==> src/rtl/ea_pkg.sv <==
package ea_pkg;
  parameter int DATA_W = 8;
  localparam int ADDR_W = 2 * DATA_W;
  localparam int MODE_W = 4;

  typedef enum logic [MODE_W-1:0] {
    AM_IMM  = 4'd0,
    AM_ZP   = 4'd1,
    AM_ZPX  = 4'd2,
    AM_ZPY  = 4'd3,
    AM_ABS  = 4'd4,
    AM_ABSX = 4'd5,
    AM_ABSY = 4'd6,
    AM_INDX = 4'd7,
    AM_INDY = 4'd8,
    AM_JIND = 4'd9,
    AM_REL  = 4'd10
  } am_e;

  typedef enum logic [1:0] {
    PF_IDLE = 2'd0,
    PF_LO   = 2'd1,
    PF_HI   = 2'd2
  } pf_e;

  // Next byte address, carry suppressed into the page byte
  function automatic logic [ADDR_W-1:0] page_wrap_inc(input logic [ADDR_W-1:0] a);
    logic [DATA_W-1:0] nxt;
    nxt = a[DATA_W-1:0] + DATA_W'(1);
    return {a[ADDR_W-1:DATA_W], nxt};
  endfunction

  // Page-zero indexed address, 8-bit wrap
  function automatic logic [ADDR_W-1:0] zp_index(input logic [DATA_W-1:0] b,
                                                 input logic [DATA_W-1:0] i);
    logic [DATA_W-1:0] s;
    s = b + i;
    return {{DATA_W{1'b0}}, s};
  endfunction

  // Full-width indexed address, wraps modulo the address space
  function automatic logic [ADDR_W-1:0] abs_index(input logic [ADDR_W-1:0] base,
                                                  input logic [DATA_W-1:0] i);
    return base + {{DATA_W{1'b0}}, i};
  endfunction

  // Branch destination relative to the byte after the offset
  function automatic logic [ADDR_W-1:0] branch_dest(input logic [ADDR_W-1:0] pcv,
                                                    input logic [DATA_W-1:0] off,
                                                    input logic             take);
    return take ? (pcv + ADDR_W'(1) + {{DATA_W{off[DATA_W-1]}}, off}) : pcv;
  endfunction
endpackage

==> src/rtl/ea_direct.sv <==
module ea_direct
  import ea_pkg::*;
(
  input  logic [MODE_W-1:0] mode,
  input  logic [DATA_W-1:0] op_lo,
  input  logic [DATA_W-1:0] op_hi,
  input  logic [DATA_W-1:0] idx_x,
  input  logic [DATA_W-1:0] idx_y,
  input  logic [ADDR_W-1:0] pc,
  input  logic              take_branch,
  output logic [ADDR_W-1:0] direct_ea,
  output logic [ADDR_W-1:0] ptr_base,
  output logic              need_ptr,
  output logic              mode_bad
);
  logic [ADDR_W-1:0] abs_word;
  assign abs_word = {op_hi, op_lo};

  always_comb begin
    direct_ea = '0;
    ptr_base  = '0;
    need_ptr  = 1'b0;
    mode_bad  = 1'b0;
    case (mode)
      AM_IMM:  direct_ea = pc;
      AM_ZP:   direct_ea = zp_index(op_lo, '0);
      AM_ZPX:  direct_ea = zp_index(op_lo, idx_x);
      AM_ZPY:  direct_ea = zp_index(op_lo, idx_y);
      AM_ABS:  direct_ea = abs_word;
      AM_ABSX: direct_ea = abs_index(abs_word, idx_x);
      AM_ABSY: direct_ea = abs_index(abs_word, idx_y);
      AM_INDX: begin
        need_ptr = 1'b1;
        ptr_base = zp_index(op_lo, idx_x);
      end
      AM_INDY: begin
        need_ptr = 1'b1;
        ptr_base = zp_index(op_lo, '0);
      end
      AM_JIND: begin
        need_ptr = 1'b1;
        ptr_base = abs_word;
      end
      AM_REL:  direct_ea = branch_dest(pc, op_lo, take_branch);
      default: mode_bad = 1'b1;
    endcase
  end
endmodule

==> src/rtl/ea_ptr_fetch.sv <==
module ea_ptr_fetch
  import ea_pkg::*;
(
  input  logic              clk,
  input  logic              rst_n,
  input  logic              launch,
  input  logic [ADDR_W-1:0] ptr_base,
  input  logic [DATA_W-1:0] rd_data,
  output logic              rd_en,
  output logic [ADDR_W-1:0] rd_addr,
  output logic              busy,
  output logic              hi_phase,
  output logic [ADDR_W-1:0] ptr_val
);
  pf_e               st;
  logic [ADDR_W-1:0] base_q;
  logic [DATA_W-1:0] lo_q;

  always_ff @(posedge clk) begin
    if (!rst_n) begin
      st     <= PF_IDLE;
      base_q <= '0;
      lo_q   <= '0;
    end else begin
      case (st)
        PF_IDLE: if (launch) begin
          base_q <= ptr_base;
          st     <= PF_LO;
        end
        PF_LO: begin
          lo_q <= rd_data;
          st   <= PF_HI;
        end
        default: st <= PF_IDLE;
      endcase
    end
  end

  always_comb begin
    rd_en    = (st != PF_IDLE);
    busy     = (st != PF_IDLE);
    hi_phase = (st == PF_HI);
    case (st)
      PF_LO:   rd_addr = base_q;
      PF_HI:   rd_addr = page_wrap_inc(base_q);
      default: rd_addr = '0;
    endcase
    ptr_val = {rd_data, lo_q};
  end
endmodule

==> src/rtl/addr_resolver.sv <==
module addr_resolver
  import ea_pkg::*;
(
  input  logic                clk,
  input  logic                rst_n,
  input  logic                start,
  input  logic [MODE_W-1:0]   mode,
  input  logic [DATA_W-1:0]   op_lo,
  input  logic [DATA_W-1:0]   op_hi,
  input  logic [DATA_W-1:0]   idx_x,
  input  logic [DATA_W-1:0]   idx_y,
  input  logic [ADDR_W-1:0]   pc,
  input  logic                take_branch,
  input  logic [DATA_W-1:0]   rd_data,
  output logic                rd_en,
  output logic [ADDR_W-1:0]   rd_addr,
  output logic                done,
  output logic [ADDR_W-1:0]   ea,
  output logic                bad_mode
);
  logic [ADDR_W-1:0] direct_ea;
  logic [ADDR_W-1:0] ptr_base;
  logic [ADDR_W-1:0] ptr_val;
  logic              need_ptr;
  logic              mode_bad;
  logic              fetch_busy;
  logic              ptr_hi_phase;
  logic              req_accept;
  logic              ptr_launch;

  logic              post_y_q;
  logic              jump_q;
  logic [DATA_W-1:0] y_q;
  logic [ADDR_W-1:0] ea_q;
  logic              done_q;
  logic              bad_q;

  ea_direct u_direct (
    .mode        (mode),
    .op_lo       (op_lo),
    .op_hi       (op_hi),
    .idx_x       (idx_x),
    .idx_y       (idx_y),
    .pc          (pc),
    .take_branch (take_branch),
    .direct_ea   (direct_ea),
    .ptr_base    (ptr_base),
    .need_ptr    (need_ptr),
    .mode_bad    (mode_bad)
  );

  assign req_accept = start && !fetch_busy;
  assign ptr_launch = req_accept && need_ptr;

  ea_ptr_fetch u_fetch (
    .clk      (clk),
    .rst_n    (rst_n),
    .launch   (ptr_launch),
    .ptr_base (ptr_base),
    .rd_data  (rd_data),
    .rd_en    (rd_en),
    .rd_addr  (rd_addr),
    .busy     (fetch_busy),
    .hi_phase (ptr_hi_phase),
    .ptr_val  (ptr_val)
  );

  always_ff @(posedge clk) begin
    if (!rst_n) begin
      ea_q     <= '0;
      done_q   <= 1'b0;
      bad_q    <= 1'b0;
      post_y_q <= 1'b0;
      jump_q   <= 1'b0;
      y_q      <= '0;
    end else begin
      done_q <= 1'b0;
      bad_q  <= 1'b0;
      if (req_accept) begin
        post_y_q <= (mode == AM_INDY);
        jump_q   <= (mode == AM_JIND);
        y_q      <= idx_y;
        if (!need_ptr) begin
          ea_q   <= mode_bad ? '0 : direct_ea;
          bad_q  <= mode_bad;
          done_q <= 1'b1;
        end
      end
      if (ptr_hi_phase) begin
        ea_q   <= post_y_q ? abs_index(ptr_val, y_q) : ptr_val;
        done_q <= 1'b1;
      end
    end
  end

  assign ea       = ea_q;
  assign done     = done_q;
  assign bad_mode = bad_q;
endmodule

==> config.mk <==
export PLATFORM = sky130hd
export DESIGN_NAME = addr_resolver
export DESIGN_NICKNAME = d
export VERILOG_FILES = /design/src/rtl/ea_pkg.sv /design/src/rtl/ea_direct.sv /design/src/rtl/ea_ptr_fetch.sv /design/src/rtl/addr_resolver.sv
export SDC_FILE = /design/constraint.sdc
export NUM_CORES = 1
export LEC_CHECK = 0
export ABC_AREA = 0
export BUFFER_PORTS_ARGS = -buffer_cell sky130_fd_sc_hd__buf_2
export CORE_MARGIN = 2
export CORE_UTILIZATION = 58
export CTS_BUF_LIST = sky130_fd_sc_hd__clkbuf_16
export DETAILED_ROUTE_END_ITERATION = 7
export PLACE_DENSITY = 0.88
export SETUP_SLACK_MARGIN = 0.3
export SLEW_MARGIN = 20
export SYNTH_ARGS = -nofsm -noshare
export SYNTH_HDL_FRONTEND = slang
export SYNTH_SLANG_ARGS = --single-unit
==> constraint.sdc <==
create_clock -name clk -period 4.7 [get_ports clk]
set_input_delay 0.94 -clock clk [delete_from_list [all_inputs] [get_ports clk]]
set_output_delay 0.94 -clock clk [all_outputs]
set_load 0.1 [all_outputs]
# After elaboration in Yosys (flattened, before gate mapping)
# Cells that the tools add are included.
[word_totals]
reg_bits = 53
[op_classes]
reduce_logical = 12
n_eq_ne = 14
n_mux = 16
n_addsub = 8
n_bitwise = 2
[op_table]
columns = ["op", "count"]
rows = [
  ["$pmux 16 s8", 1],
  ["$mux 16", 6],
  ["$add 16x8->16", 3],
  ["$pmux 16 s3", 1],
  ["$pmux 16 s2", 1],
  ["$add 16x1->16 const B", 1],
  ["$add 16x16->16", 1],
  ["$add 8x8->8", 2],
  ["$eq 4x3->1 const B", 4],
  ["$eq 4x4->1 const B", 3],
  ["$reduce_or 11->1", 1],
  ["$add 8x1->8 const B", 1],
  ["$eq 4x2->1 const B", 2],
  ["$reduce_or 3->1", 2],
  ["$mux 1", 5],
  ["$eq 4x1->1 const B", 1],
  ["$logic_not 4->1", 1],
  ["$pmux 2 s2", 1],
  ["$reduce_and 2->1", 2],
  ["$reduce_bool 2->1", 2],
  ["$eq 2x1->1 const B", 1],
  ["$eq 2x2->1 const B", 1],
  ["$logic_and 1x1->1", 2],
  ["$logic_not 2->1", 1],
  ["5 further kinds", 6],
]

# Longest topological paths before layout
# Gate-level depths: netlist of the first run.
[depth]
word_depth = 8
mapped_depth = 13
ltp_nobuf = 12

# By module
# From an unflattened synthesis of the first run, not the netlist that was laid out.
[unflattened]
hier_cells = 726
hier_area_um2 = 5680.4
[by_module_without_submodules]
columns = ["mod", "cells_each", "area_per_inst_um2", "n_inst"]
rows = [
  ["ea_direct", 338, 2507.4, 1],
  ["addr_resolver", 218, 1749.2, 1],
  ["ea_ptr_fetch", 170, 1423.9, 1],
]

# Least setup slack after synthesis of the first run
# No wires, ideal clock.
[synth_path]
path_type = "flip-flop to output port"
from = "reg u_fetch.st[0]"
to = "out rd_addr[4]"
n_path_buf = 1
path_stages_with_launch = 7
slack_ps = 241
t_arrival_ps = 3519
path_cell_list = "dfxtp_1 > inv_1 > ha_1 > inv_1 > clkbuf_1 > or4b_1 > a21boi_0"
[synth_between]
elab_chain_cells = 2
elab_cells_between_ends = 3
classes_between = "eq/ne (2); mux (1)"
[synth_lines]
columns = ["item", "line_no", "text"]
rows = [
  ["start, declared", "ea_ptr_fetch.sv:15", "pf_e st;"],
  ["start signal, assigned", "ea_ptr_fetch.sv:21", "st <= PF_IDLE;"],
  ["start signal, assigned", "ea_ptr_fetch.sv:28", "st <= PF_LO;"],
  ["start signal, assigned", "ea_ptr_fetch.sv:32", "st <= PF_HI;"],
  ["$eq 2x2->1 or $eq 2x1->1 (tied branches)", "ea_ptr_fetch.sv:43", "case (st)"],
  ["$pmux 16 s2 (*)", "ea_ptr_fetch.sv:43", ""],
  ["end, declared", "addr_resolver.sv:16", "output logic [ADDR_W-1:0] rd_addr,"],
]
# Every way passes the cells marked *; elsewhere a longest branch is shown, timed or not.

# Final worst setup path of the first run
[layout_path]
from = "in mode[1]"
to = "reg ea_q[11], in the netlist ea[11]"
[layout_between]
elab_chain_cells = 6
elab_cells_between_ends = 21
classes_between = "eq/ne (11); mux (6); reduce/logical (4)"
[layout_lines]
columns = ["item", "line_no", "text"]
rows = [
  ["start, declared", "addr_resolver.sv:7", "input logic [MODE_W-1:0] mode,"],
  ["$eq 4x4->1, or another cell as far along", "ea_direct.sv:24", "case (mode)"],
  ["$pmux 16 s8 or $reduce_or 11->1 (tied branches)", "--", ""],
  ["$mux 16", "addr_resolver.sv:84", "ea_q <= mode_bad ? '0 : direct_ea;"],
  ["$mux 16", "addr_resolver.sv:83", "if (!need_ptr) begin"],
  ["$mux 16", "addr_resolver.sv:79", "if (req_accept) begin"],
  ["$mux 16", "addr_resolver.sv:89", "if (ptr_hi_phase) begin"],
  ["end signal, assigned", "addr_resolver.sv:84", ""],
  ["end signal, assigned", "addr_resolver.sv:90", "ea_q <= post_y_q ? abs_index(ptr_val, y_q) : ptr_val;"],
  ["end, declared", "addr_resolver.sv:34", "logic [ADDR_W-1:0] ea_q;"],
]
# Parallel ways exist; a longest one is shown, timed or not. The select of a mux whose other input is x is not followed.
# A chain may end at the register's enable or synchronous reset.

==> out/metrics.csv, run 1 <==
metric,value,unit
yosysMostFrequentCell,a21oi_1,
synth_area,5650,um2
dr_total_vias,6177,
drt_iter0_markers,404,
area_growth,12.2,%
clock_latency,0.30,ns
cts.sink_count,53,
worst_ep_required_time,4.87,ns
async_flop_share,0,%
viasPerCell,6.48,
clock_path_buffers,2,
grt_antenna_before_repair,0,
syn_avg_cell_area,7.62,um2
cts_buffers,5,
clkTransAtPathRegs,0.07,ns
hold_class,flop to flop,
initial_core_util,58.9,%
synth-warning-count,0,
wl_per_cell,20.6,um
grt_pass1_wl,29800,um
worstPathArrival,4.28,ns
yosysUniqueCellTypes,80,
synth_seq_cells,53,
multi_input_area,4360,um2
gr-usage-all-layers,36.7,%
cts_tree,yes,
fin_crit_sh,87.5,%
critPathMaxStageDelay,0.57,ns
drive_gt1_share,16.7,%
fin_nets,939,
drc,0,
cts-root-buf,clkbuf_16,
port-buffer-count,98,
routed_wl,19600,um
fill_cells,844,
critical_path_class,input pin to flop,
dr.pass1.iters,5,
syn-instance-count,742,
cp-start-kind,input pin,
status,finished clean,
yosys-top-cells-count,"a21oi_1, nand2_1, nor2_1, dfxtp_1, ha_1",
peakVddDrop,0.201,mV
antenna-diode-count,0,
drtAntennaViolNets,0,
end_kind,flop,
yosys.area.top_type,dfxtp_1,
yosys.area.top_type_share,18.8,%
ys_top_cells_by_area,"dfxtp_1, ha_1, a21oi_1, nand2_1, nor2_1",
setup_tns,0,ns
maxCapViolCount,0,
drv_slew,0,
powerDensity,232,nW/um2
post-cts-setup-buffers,0,
cts_resized,0,
io-pin-count,99,
timing.slew.headroom,25.1,%
hold_buffers,0,
grt_max_degree,42,
synth.yosys.seq_area_share,18.8,%
fmax,243,MHz
core-area,9590,um2
htreeDepth,2,
finalSetupViolCount,0,
dpl.hpwl,15700,um
rsz0062_at_grt,no,
die_x,103,um
cpMaxStageDelayCell,nor2_1,
die-height,103,um
regArea,1060,um2
rows,36,
max_slew.worst_pin.slew,1.12,ns
p_total,1.47,mW
critPathMaxFanout,20,
grt_overflow,0,
dieArea,10600,um2
ys.flop_type,dfxtp_1,
synth-edff-count,0,
syn-num-nets,862,
first_global_vias,5636,
p_leak,2.66,nW
fin_skew,0.00578,ns
final_hold_viol_count,0,
period_needed,4.11,ns
cp_cell_sequence,buf_2 > nand2b_1 > nor2_1 > mux2_2 > ha_1 > and3_1 > a221oi_2 > a21oi_1 > nand3_1 > xnor2_1 > a221oi_1 > o22ai_1,
gp_congestion,1.01,
[layout make-up]
class,count,share of cell area (%)
Multi-Input combinational cell,635,68.8
Sequential cell,53,16.7
Timing Repair Buffer,102,8.20
Tap cell,133,2.62
Clock buffer,5,1.97
Inverter,22,1.30
Clock inverter,3,0.394
[metal layers]
metal / GRT usage [%] / part of all wire [%] / vias up
met5: 0 / 0 / -
met4: 10.8 / 3.1 / 0
met3: 6.24 / 8.0 / 52
met2: 60.2 / 46 / 296
met1: 49.6 / 43 / 2906
li1: - / - / 2923
[metrics by stage]
step	worst slack [ns]	util (%)	instance area [um2]	cells	hold WS, ns
after floorplan	0.532	-	5650	742	0.427
after global placement	0.500	64.6	6190	945	0.436
after detailed placement	0.369	64.6	6190	945	0.444
after CTS	0.672	66.1	6340	953	0.454
after global routing	0.348	66.1	6340	953	0.471
final	0.588	66.1	6340	953	0.456
[state kept, by name, indices dropped and copies added (netlist names)]
name	flops
bad_mode	1
done	1
ea	16
post_y_q	1
u_fetch.base_q	16
u_fetch.lo_q	8
u_fetch.st	2
y_q	8
[power by group]
part | leakage [nW] | internal [mW] | switching [mW] | total, mW
clock | 0.0708 | 0.202 | 0.179 | 0.380
sequential | 0.431 | 0.469 | 0.0161 | 0.485
combinational | 2.16 | 0.204 | 0.402 | 0.606
total | 2.66 | 0.874 | 0.596 | 1.47
[kinds of logic (layout without fill, tap and decap cells)]
logic type	count (synthesis)	after routing	share of synthesized area, %
compound gates	253	253	30.3
flops	53	53	18.8
xor+xnor	47	47	7.28
buf+inv	54	132	4.05
mux	26	26	4.87
simple gates	253	253	21.7
fa+ha+maj	56	56	13.1
[cells in the final DEF, fill, tap and decap left out, drive strengths merged, types with 17 or more instances in the layout]
| master | n |
|---|---|
| nand3 | 31 |
| a21oi | 77 |
| dfxtp | 53 |
| inv | 23 |
| nor2 | 64 |
| nand2 | 72 |
| o21ai | 45 |
| a211oi | 17 |
| buf | 102 |
| nor3 | 20 |
| ha | 51 |
| and2 | 20 |
| xnor2 | 25 |
| xor2 | 22 |
[worst max-delay path: cells and delay by family]
kind	cells	cell delay (ns)
adders and majority gates	1	0.37
muxes	1	0.42
and+or+nand+nor	4	1.06
xor gates and xnor gates	1	0.07
AOI/OAI and AO/OA	4	1.08
buffers and inverters	1	0.33
[path summary, 6_finish.rpt]
kind / cells after the start / slack, ns / start / to
max: 12 / 0.59 / mode[1] / ea[11]
min: 2 / 0.46 / u_fetch.base_q[12] / u_fetch.base_q[12]
max reg2reg: 10 / 1.89 / u_fetch.st[0] / ea[5]
min reg2reg: 2 / 0.46 / u_fetch.base_q[12] / u_fetch.base_q[12]
Power figures use the tool's default switching activity.
==> run 2: changes to the inputs <==
==> constraint.sdc (replaced) <==
create_clock -name clk -period 4.1 [get_ports clk]
set_input_delay 0.82 -clock clk [delete_from_list [all_inputs] [get_ports clk]]
set_output_delay 0.82 -clock clk [all_outputs]
set_load 0.1 [all_outputs]
==> run 2 against run 1 <==
Effect of this change: wire length fell by 1.9%; register-to-register slack lost 0.57 ns; cell count rose by 0.42%; first-iteration DRC count up 18%; clock skew is 0.0024 ns lower; non-clock buffer count grew 4; utilization up 0.23 points; sequential power rose by 15%; clock power increased by 11%; global-route usage shrank 0.75 points; sequential share of layout area down 0.059 points; die area unchanged.
==> out/metrics.csv, run 2 (synthesized netlist as in run 1, its figures left out) <==
metric,value,unit,change
rsz0062_at_grt,no,,
worst_ep_required_time,4.26,ns,-0.61 ns
finalSetupViolCount,0,,unchanged
layout_commonest_cell,buf_2,,
dr_total_vias,6245,,+1.1%
powerDensity,262,nW/um2,+13%
grt_max_degree,42,,unchanged
clock_latency,0.29,ns,about the same
critical_path_class,input pin to flop,,
grt_antenna_before_repair,0,,unchanged
gp_congestion,1.04,,+2.9%
critPathMaxFanout,8,,-60%
fin_util,66.4,%,+0.23 points
gr-usage-all-layers,35.9,%,-0.75 points
die_x,103,um,unchanged
multi_input_area,4360,um2,unchanged
grt_overflow,0,,unchanged
fin_nets,943,,+0.43%
cts_buffers,5,,unchanged
peakVddDrop,0.154,mV,-23%
hold_buffers,0,,unchanged
p_total,1.67,mW,+14%
drive_gt1_share,17.0,%,+0.28 points
cts_tree,yes,,
clock_path_buffers,2,,unchanged
timing.slew.headroom,27.7,%,+2.6 points
drc,0,,unchanged
initial_core_util,58.9,%,unchanged
clkTransAtPathRegs,0.07,ns,about the same
worstPathArrival,3.57,ns,-0.71 ns
fin_crit_sh,83.1,%,
port-buffer-count,98,,unchanged
drv_slew,0,,unchanged
rows,36,,unchanged
routed_wl,19200,um,-1.9%
first_global_vias,5686,,+0.89%
pre_cts_ws,0.432,ns,+0.0625 ns
fin_skew,0.00343,ns,-0.00235 ns
dieArea,10600,um2,unchanged
dr.pass1.iters,5,,unchanged
area_growth,12.6,%,
viasPerCell,6.53,,+0.68%
post-cts-setup-buffers,0,,unchanged
final_hold_viol_count,0,,unchanged
setup_tns,0,ns,unchanged
max_slew.worst_pin.slew,1.08,ns,-0.0388 ns
hold_class,flop to flop,,
drtAntennaViolNets,0,,unchanged
cp-start-kind,input pin,,
regArea,1060,um2,unchanged
cts.sink_count,53,,unchanged
maxCapViolCount,0,,unchanged
p_leak,2.68,nW,+0.76%
htreeDepth,2,,unchanged
worst_slack,0.694,ns,+0.106 ns
cts-root-buf,clkbuf_16,,
fmax,294,MHz,
antenna-diode-count,0,,unchanged
fill_cells,897,,+6.3%
period_needed,3.41,ns,
layout_common_cells,"buf_2, a21oi_1, nand2_1",,
grt_pass1_wl,29500,um,-1.2%
wl_per_cell,20.1,um,-2.3%
cts_resized,0,,unchanged
die-height,103,um,unchanged
drt_iter0_markers,477,,+18%
core-area,9590,um2,unchanged
end_kind,flop,,
status,finished clean,,
r2r.worst_path.cells,8,,-2
hold_depth,2,,unchanged
io-pin-count,99,,unchanged
dpl.hpwl,15200,um,-3.4%
[run 2: cell count changes in the layout (fill, tap and decap cells not counted), sizes merged]
cell and delta:
buf +4, clkinv +3, inv -2, clkinvlp -1
[run 2: where the power goes]
part / internal [mW] / switching, mW / total [mW]
Sequential: 0.537 / 0.0183 / 0.556
Clock: 0.225 / 0.197 / 0.422
Combinational: 0.236 / 0.456 / 0.693
Total: 0.998 / 0.672 / 1.67
[run 2: layout make-up]
| cell class | instances | area share [%] |
|---|---|---|
| clock buffer | 5 | 1.97 |
| clock inverter | 3 | 0.275 |
| inverter | 22 | 1.30 |
| multi-input combinational | 635 | 68.5 |
| sequential | 53 | 16.7 |
| tap | 133 | 2.61 |
| timing repair buffer | 106 | 8.65 |
[run 2: final timing paths]
kind | start | slack, ns | endpoint
min reg2reg | u_fetch.base_q[11] | 0.45 | u_fetch.base_q[11]
max reg2reg | u_fetch.st[0] | 1.32 | ea[8]
max | mode[0] | 0.69 | ea[13]
min | u_fetch.base_q[11] | 0.45 | u_fetch.base_q[11]
[run 2: per-stage QoR]
step,hold slack [ns],std cells,area (um2)
4_1_cts,0.450,957,6370
5_1_grt,0.466,957,6370
2_1_floorplan,0.427,742,5650
3_5_place_dp,0.440,949,6220
6_report,0.450,957,6370
3_3_place_gp,0.436,949,6220
[run 2: metal layers]
layer	global-route usage [%]	wire length (um)	share of wire, %
met3	5.76	1670	8.7
met4	13.8	661	3.4
met2	58.0	8820	46
met1	48.4	8100	42
met5	0	0	0
[run 2: worst max-delay path, stage by stage]
cell,delay (ns)
buf_2,0.10
nand2b_1,0.16
nor2_1,0.11
buf_4,0.18
mux2_2,0.37
ha_1,0.33
a21o_1,0.20
a221oi_2,0.39
a21oi_1,0.23
nand2_1,0.11
o31ai_1,0.07
a211oi_1,0.34
o221ai_1,0.15
